<file path="config.mk">
export PLATFORM = sky130hd
export DESIGN_NAME = hmul_unit
export DESIGN_NICKNAME = d
export VERILOG_FILES = /design/src/rtl/hmul_pkg.sv /design/src/rtl/hmul_halfsel.sv /design/src/rtl/hmul_product.sv /design/src/rtl/hmul_accum.sv /design/src/rtl/hmul_unit.sv
export SDC_FILE = /design/constraint.sdc
export NUM_CORES = 2
export LEC_CHECK = 0
export BUFFER_PORTS_ARGS = -buffer_cell sky130_fd_sc_hd__clkbuf_2
export CAP_MARGIN = 20
export CELL_PAD_IN_SITES_DETAIL_PLACEMENT = 1
export CELL_PAD_IN_SITES_GLOBAL_PLACEMENT = 1
export CORE_MARGIN = 1
export CORE_UTILIZATION = 45
export DETAILED_ROUTE_END_ITERATION = 8
export GPL_ROUTABILITY_DRIVEN = 0
export PLACE_DENSITY_LB_ADDON = 0.1
export SLEW_MARGIN = 20
export SYNTH_ARGS = -nofsm -noshare
export SYNTH_HDL_FRONTEND = slang
export SYNTH_SLANG_ARGS = --single-unit
</file>
<file path="constraint.sdc">
create_clock -name clk -period 4.9 [get_ports clk]
set_input_delay 0.735 -clock clk [delete_from_list [all_inputs] [get_ports clk]]
set_output_delay 0.735 -clock clk [all_outputs]
set_load 0.005 [all_outputs]
</file>
<file path="src/rtl/hmul_pkg.sv">
package hmul_pkg;
  localparam int unsigned OP_W = 3;

  typedef enum logic [OP_W-1:0] {
    OP_MUL16 = 3'd0,
    OP_MAC32 = 3'd1,
    OP_MAC64 = 3'd2,
    OP_MULW  = 3'd3,
    OP_MACW  = 3'd4
  } hmul_op_e;
endpackage

</file>
<file path="src/rtl/hmul_halfsel.sv">
module hmul_halfsel #(
  parameter int WORD = 32
) (
  input  logic [WORD-1:0]        word_i,
  input  logic                   top_i,
  output logic signed [WORD-1:0] half_o
);
  localparam int HALF = WORD / 2;

  logic [HALF-1:0] pick;

  // upper half behaves as an arithmetic shift right by HALF
  assign pick   = top_i ? word_i[WORD-1:HALF] : word_i[HALF-1:0];
  assign half_o = {{(WORD-HALF){pick[HALF-1]}}, pick};
endmodule

</file>
<file path="src/rtl/hmul_product.sv">
module hmul_product #(
  parameter int WORD = 32
) (
  input  logic signed [WORD-1:0] hn_i,
  input  logic signed [WORD-1:0] hm_i,
  input  logic [WORD-1:0]        word_n_i,
  output logic [WORD-1:0]        hh_o,
  output logic [WORD-1:0]        wh_o
);
  localparam int HALF = WORD / 2;
  localparam int WIDE = WORD + HALF;

  logic signed [WORD-1:0] hh_full;
  logic signed [WIDE-1:0] wn_ext;
  logic signed [WIDE-1:0] wm_ext;
  logic signed [WIDE-1:0] wide_p;
  logic [HALF-1:0]        frac_unused;

  // half x half always fits in one word
  assign hh_full = hn_i * hm_i;
  assign hh_o    = hh_full;

  // word x half: keep the middle word of the product
  assign wn_ext = {{HALF{word_n_i[WORD-1]}}, word_n_i};
  assign wm_ext = {{HALF{hm_i[WORD-1]}}, hm_i};
  assign wide_p = wn_ext * wm_ext;
  assign {wh_o, frac_unused} = wide_p;
endmodule

</file>
<file path="src/rtl/hmul_accum.sv">
module hmul_accum #(
  parameter int WORD = 32
) (
  input  logic [WORD-1:0] add_i,
  input  logic [WORD-1:0] prod_i,
  input  logic [WORD-1:0] acc_lo_i,
  input  logic [WORD-1:0] acc_hi_i,
  output logic [WORD-1:0] sum_o,
  output logic            ovf_o,
  output logic [WORD-1:0] pair_lo_o,
  output logic [WORD-1:0] pair_hi_o
);
  localparam int DBL = 2 * WORD;

  logic [DBL-1:0] prod_ext;
  logic [DBL-1:0] pair_sum;

  // single-word add, signed overflow when like signs give an unlike sum
  assign sum_o = add_i + acc_lo_i;
  assign ovf_o = (add_i[WORD-1] == acc_lo_i[WORD-1]) &&
                 (sum_o[WORD-1] != add_i[WORD-1]);

  // double-word add of the sign-extended product
  assign prod_ext  = {{WORD{prod_i[WORD-1]}}, prod_i};
  assign pair_sum  = prod_ext + {acc_hi_i, acc_lo_i};
  assign pair_lo_o = pair_sum[WORD-1:0];
  assign pair_hi_o = pair_sum[DBL-1:WORD];
endmodule

</file>
<file path="src/rtl/hmul_unit.sv">
module hmul_unit
  import hmul_pkg::*;
#(
  parameter int WORD = 32,
  parameter int IDXW = 4
) (
  input  logic              clk,
  input  logic              rst_n,
  input  logic              in_valid,
  output logic              in_ready,
  input  logic [OP_W-1:0]   in_op,
  input  logic              in_top_n,
  input  logic              in_top_m,
  input  logic [WORD-1:0]   in_opn,
  input  logic [WORD-1:0]   in_opm,
  input  logic [WORD-1:0]   in_acc_lo,
  input  logic [WORD-1:0]   in_acc_hi,
  input  logic              in_cond_ok,
  input  logic [IDXW-1:0]   in_dst_lo,
  input  logic [IDXW-1:0]   in_dst_hi,
  output logic              out_valid,
  input  logic              out_ready,
  output logic [WORD-1:0]   out_lo,
  output logic [WORD-1:0]   out_hi,
  output logic              out_we_lo,
  output logic              out_we_hi,
  output logic              out_q_set,
  output logic              out_unpred
);
  localparam int NSRC = 2;

  logic [WORD-1:0]        src_w  [NSRC];
  logic                   src_t  [NSRC];
  logic signed [WORD-1:0] half_w [NSRC];

  assign src_w[0] = in_opn;
  assign src_w[1] = in_opm;
  assign src_t[0] = in_top_n;
  assign src_t[1] = in_top_m;

  for (genvar gi = 0; gi < NSRC; gi++) begin : g_sel
    hmul_halfsel #(.WORD(WORD)) u_sel (
      .word_i (src_w[gi]),
      .top_i  (src_t[gi]),
      .half_o (half_w[gi])
    );
  end

  logic [WORD-1:0] prod_hh;
  logic [WORD-1:0] prod_wh;

  hmul_product #(.WORD(WORD)) u_prod (
    .hn_i     (half_w[0]),
    .hm_i     (half_w[1]),
    .word_n_i (in_opn),
    .hh_o     (prod_hh),
    .wh_o     (prod_wh)
  );

  logic [WORD-1:0] acc_add;
  logic [WORD-1:0] sum_w;
  logic            sum_ovf;
  logic [WORD-1:0] pair_lo;
  logic [WORD-1:0] pair_hi;

  assign acc_add = (in_op == OP_MACW) ? prod_wh : prod_hh;

  hmul_accum #(.WORD(WORD)) u_acc (
    .add_i     (acc_add),
    .prod_i    (prod_hh),
    .acc_lo_i  (in_acc_lo),
    .acc_hi_i  (in_acc_hi),
    .sum_o     (sum_w),
    .ovf_o     (sum_ovf),
    .pair_lo_o (pair_lo),
    .pair_hi_o (pair_hi)
  );

  logic [WORD-1:0] nx_lo;
  logic [WORD-1:0] nx_hi;
  logic            nx_we_lo;
  logic            nx_we_hi;
  logic            nx_q;
  logic            nx_unpred;

  always_comb begin
    nx_lo    = '0;
    nx_hi    = '0;
    nx_we_lo = 1'b0;
    nx_we_hi = 1'b0;
    nx_q     = 1'b0;
    case (in_op)
      OP_MUL16: begin
        nx_lo    = prod_hh;
        nx_we_lo = 1'b1;
      end
      OP_MAC32, OP_MACW: begin
        nx_lo    = sum_w;
        nx_we_lo = 1'b1;
        nx_q     = sum_ovf;
      end
      OP_MAC64: begin
        nx_lo    = pair_lo;
        nx_hi    = pair_hi;
        nx_we_lo = 1'b1;
        nx_we_hi = 1'b1;
      end
      OP_MULW: begin
        nx_lo    = prod_wh;
        nx_we_lo = 1'b1;
      end
      default: ;
    endcase
    if (!in_cond_ok) begin
      nx_we_lo = 1'b0;
      nx_we_hi = 1'b0;
      nx_q     = 1'b0;
    end
  end

  assign nx_unpred = (in_op == OP_MAC64) && (in_dst_lo == in_dst_hi);

  logic take_in;
  assign in_ready = !out_valid || out_ready;
  assign take_in  = in_valid && in_ready;

  always_ff @(posedge clk or negedge rst_n) begin
    if (!rst_n) begin
      out_valid  <= 1'b0;
      out_lo     <= '0;
      out_hi     <= '0;
      out_we_lo  <= 1'b0;
      out_we_hi  <= 1'b0;
      out_q_set  <= 1'b0;
      out_unpred <= 1'b0;
    end else if (take_in) begin
      out_valid  <= 1'b1;
      out_lo     <= nx_lo;
      out_hi     <= nx_hi;
      out_we_lo  <= nx_we_lo;
      out_we_hi  <= nx_we_hi;
      out_q_set  <= nx_q;
      out_unpred <= nx_unpred;
    end else if (out_ready) begin
      out_valid  <= 1'b0;
      out_we_lo  <= 1'b0;
      out_we_hi  <= 1'b0;
      out_q_set  <= 1'b0;
      out_unpred <= 1'b0;
    end
  end
endmodule

</file>
==> impl_metrics.py <==
metrics = {
    "synthesis": {
        "synth_nets": 5514,
        "synth_cell_types": 69,
        "yosysMostFrequentCell": "inv_1",
        "synth_async_sr_flop_share": 1.00,
        "synth-edff-count": 0,
        "syn_area_per_cell_um2": 8.40,
        "yosysTopAreaCellShare": 0.412,
        "yosysTopAreaCell": "fa_1",
        "yosys_warnings": 0,
        "ys.flop_type": "dfrtp_1",
        "synth_common_cells": "inv_1 (908), fa_1 (749), nand2_1 (632)",
        "syn_inst": 4331,
        "synth_area_um2": 36400,
        "ys_seq_elements": 69,
        "synthTopCellsByArea": "fa_1 (41%), ha_1 (9.9%), inv_1 (9.4%), nand2_1 (6.5%), dfrtp_1 (4.7%)",
        "yosysSeqAreaShare": 0.0475,
    },
    "place": {
        "port_buffers": 215,
        "dp_hpwl_um": 123000,
        "dp_cells": 6268,
        "dp_slack_ns": -5.37,
    },
    "die": {
        "core-area_um2": 79500,
        "io_pins": 216,
        "dieArea_um2": 82000,
        "start_util": 0.458,
        "die_y_um": 286,
        "rows": 103,
        "die_x_um": 286,
    },
    "routing": {
        "wirelength_um": 186000,
        "dr.pass1.iters": 5,
        "drc": 0,
        "ant_nets": 0,
        "wl_per_cell_um": 28.8,
        "via_per_inst": 6.02,
        "vias": 39000,
        "drt-initial-drc-count": 3014,
    },
    "critical_path": {
        "worst-path-max-fanout": 7,
        "crit_top_cell": "fa_1",
        "worst_path_max_delay_cell": "xnor2_1",
        "critical_path_class": "in -> reg",
        "start_kind": "input port",
        "cp_slowest_stage_delay_ns": 1.09,
        "cp.arrival_ns": 10.45,
        "required_ns": 5.16,
        "end_kind": "flop",
    },
    "cells_and_area": {
        "finish.cell_count_without_fillers": 6468,
        "area_growth_pct": 40.0,
        "seqCellArea_um2": 1730,
        "fillers": 9008,
        "post-route-util": 0.641,
        "fin_nets": 6593,
        "multiInputGateArea_um2": 34300,
        "drive_gt1_frac": 0.348,
    },
    "global_route": {
        "grt_max_degree": 70,
        "grt_pass1_vias": 42400,
        "grt_pass1_wl_um": 247000,
        "grt_overflow_total": 0,
        "antenna_found_initial": 8,
        "gr-usage-all-layers": 0.395,
    },
    "sta": {
        "worstMarginPinSlew_ns": 1.41,
        "fin_ws_ns": -5.29,
        "hold_slack_ns": 0.492,
        "final.period_utilization": 2.08,
        "clock_skew_ns": 0.00973,
        "grt_setup_unrepaired": "true",
        "final-setup-viol-count": 65,
        "min_period_ns": 10.19,
        "slew_headroom": 0.0559,
        "slew_viol_final": 0,
        "fmax_mhz": 98.2,
        "hold_viol_final": 0,
    },
    "clock_network": {
        "cts.sinks": 69,
        "cts.root.buffer_cell": "clkbuf_16",
        "clkLatencyLatePin_ns": 0.38,
        "tritoncts": "done",
        "cts_buffer_depth": 2,
        "clk_pin_slew_worst_paths_ns": 0.07,
        "htree_levels": 3,
        "numCtsBuffers": 9,
    },
    "job": {
        "drv_cap": 0,
    },
    "outcome": {
        "violations": "negative setup slack",
        "outcome": "finished, violations left",
    },
    "min_path": {
        "hold_path_class": "reg -> reg",
    },
}
[layout by cell type (no fill, tap or decap), types with 34 or more instances in the layout]
cell type	instances
a21oi_2	55
inv_2	64
dfrtp_1	69
a21oi_1	87
o21a_1	34
and2_1	166
clkbuf_2	212
ha_1	218
buf_6	94
o21ai_1	63
inv_1	843
fa_1	717
o21ai_0	63
xnor2_1	79
nor2b_1	43
a21o_1	80
nand2_2	36
ha_4	66
buf_4	910
nor2_1	183
nand2_1	586
[kinds of logic (layout without fill, tap and decap cells)]
group,Yosys count,in the layout,synth area share
compound gates,647,647,0.114
xor+xnor,161,162,0.0388
mux,63,63,0.0185
other cells,0,3,0
buf+inv,1102,2185,0.114
flops,69,69,0.0475
simple gates,1252,1252,0.156
fa+ha+maj,1037,1037,0.511
[worst paths after layout]
kind	startpoint	to	slack, ns	cells after the start
max	in_top_n	out_lo[23]	-5.29	35
min	out_hi[8]	out_hi[8]	0.49	2
max reg2reg	out_valid	out_hi[30]	2.17	7
min reg2reg	out_hi[8]	out_hi[8]	0.49	2
max in group asynchronous	rst_n	out_lo[18]	3.68	1
min in group asynchronous	rst_n	out_hi[29]	0.52	1
[critical path: cells and delay by family]
family	cells	cell delay [ns]
AO/OA/AOI/OAI	9	2.06
buffers and inverters	10	1.26
XOR/XNOR	2	1.31
adder cells (fa/ha/maj)	8	3.98
AND/OR/NAND/NOR	5	0.79
multiplexers	1	0.28
[area by class of cell]
type	instances	area share
clock buffer	9	0.00442
multi-input combinational	3161	0.674
inverter	908	0.0670
clock inverter	7	0.000983
antenna	3	0.000147
tap	1050	0.0258
sequential	69	0.0339
timing repair buffer	1261	0.194
[registers in the layout, indices dropped and copies added (netlist names)]
signal      count
out_q_set       1
out_lo         32
out_unpred      1
out_hi         32
out_valid       1
out_we_hi       1
out_we_lo       1
[timing repair]
item	CTS	global route
pin swaps	296	240
gates cloned	5	0
buffers inserted	124	79
setup endpoints to repair	65	65
hold buffers	0	0
resized for setup	474	279
[through the flow]
stage	TNS, ns	instance area (um2)
after detailed placement	-305.48	45600
after CTS	-252.91	49200
after global placement	-298.63	45600
final	-296.80	50900
after floorplan	-228.42	37400
after global routing	-305.56	50900
[metal layers]
layer | global-route usage | up-vias | wire length, um
met2 | 0.685 | 2451 | 88000
li1 | - | 15600 | -
met5 | 0 | - | 52
met3 | 0.0593 | 1067 | 16200
met1 | 0.470 | 19900 | 64700
met4 | 0.220 | 8 | 17100
Power is left out: the tool's default activity adds up to more than one toggle a clock period on the data nets, which glitch-free logic cannot reach.
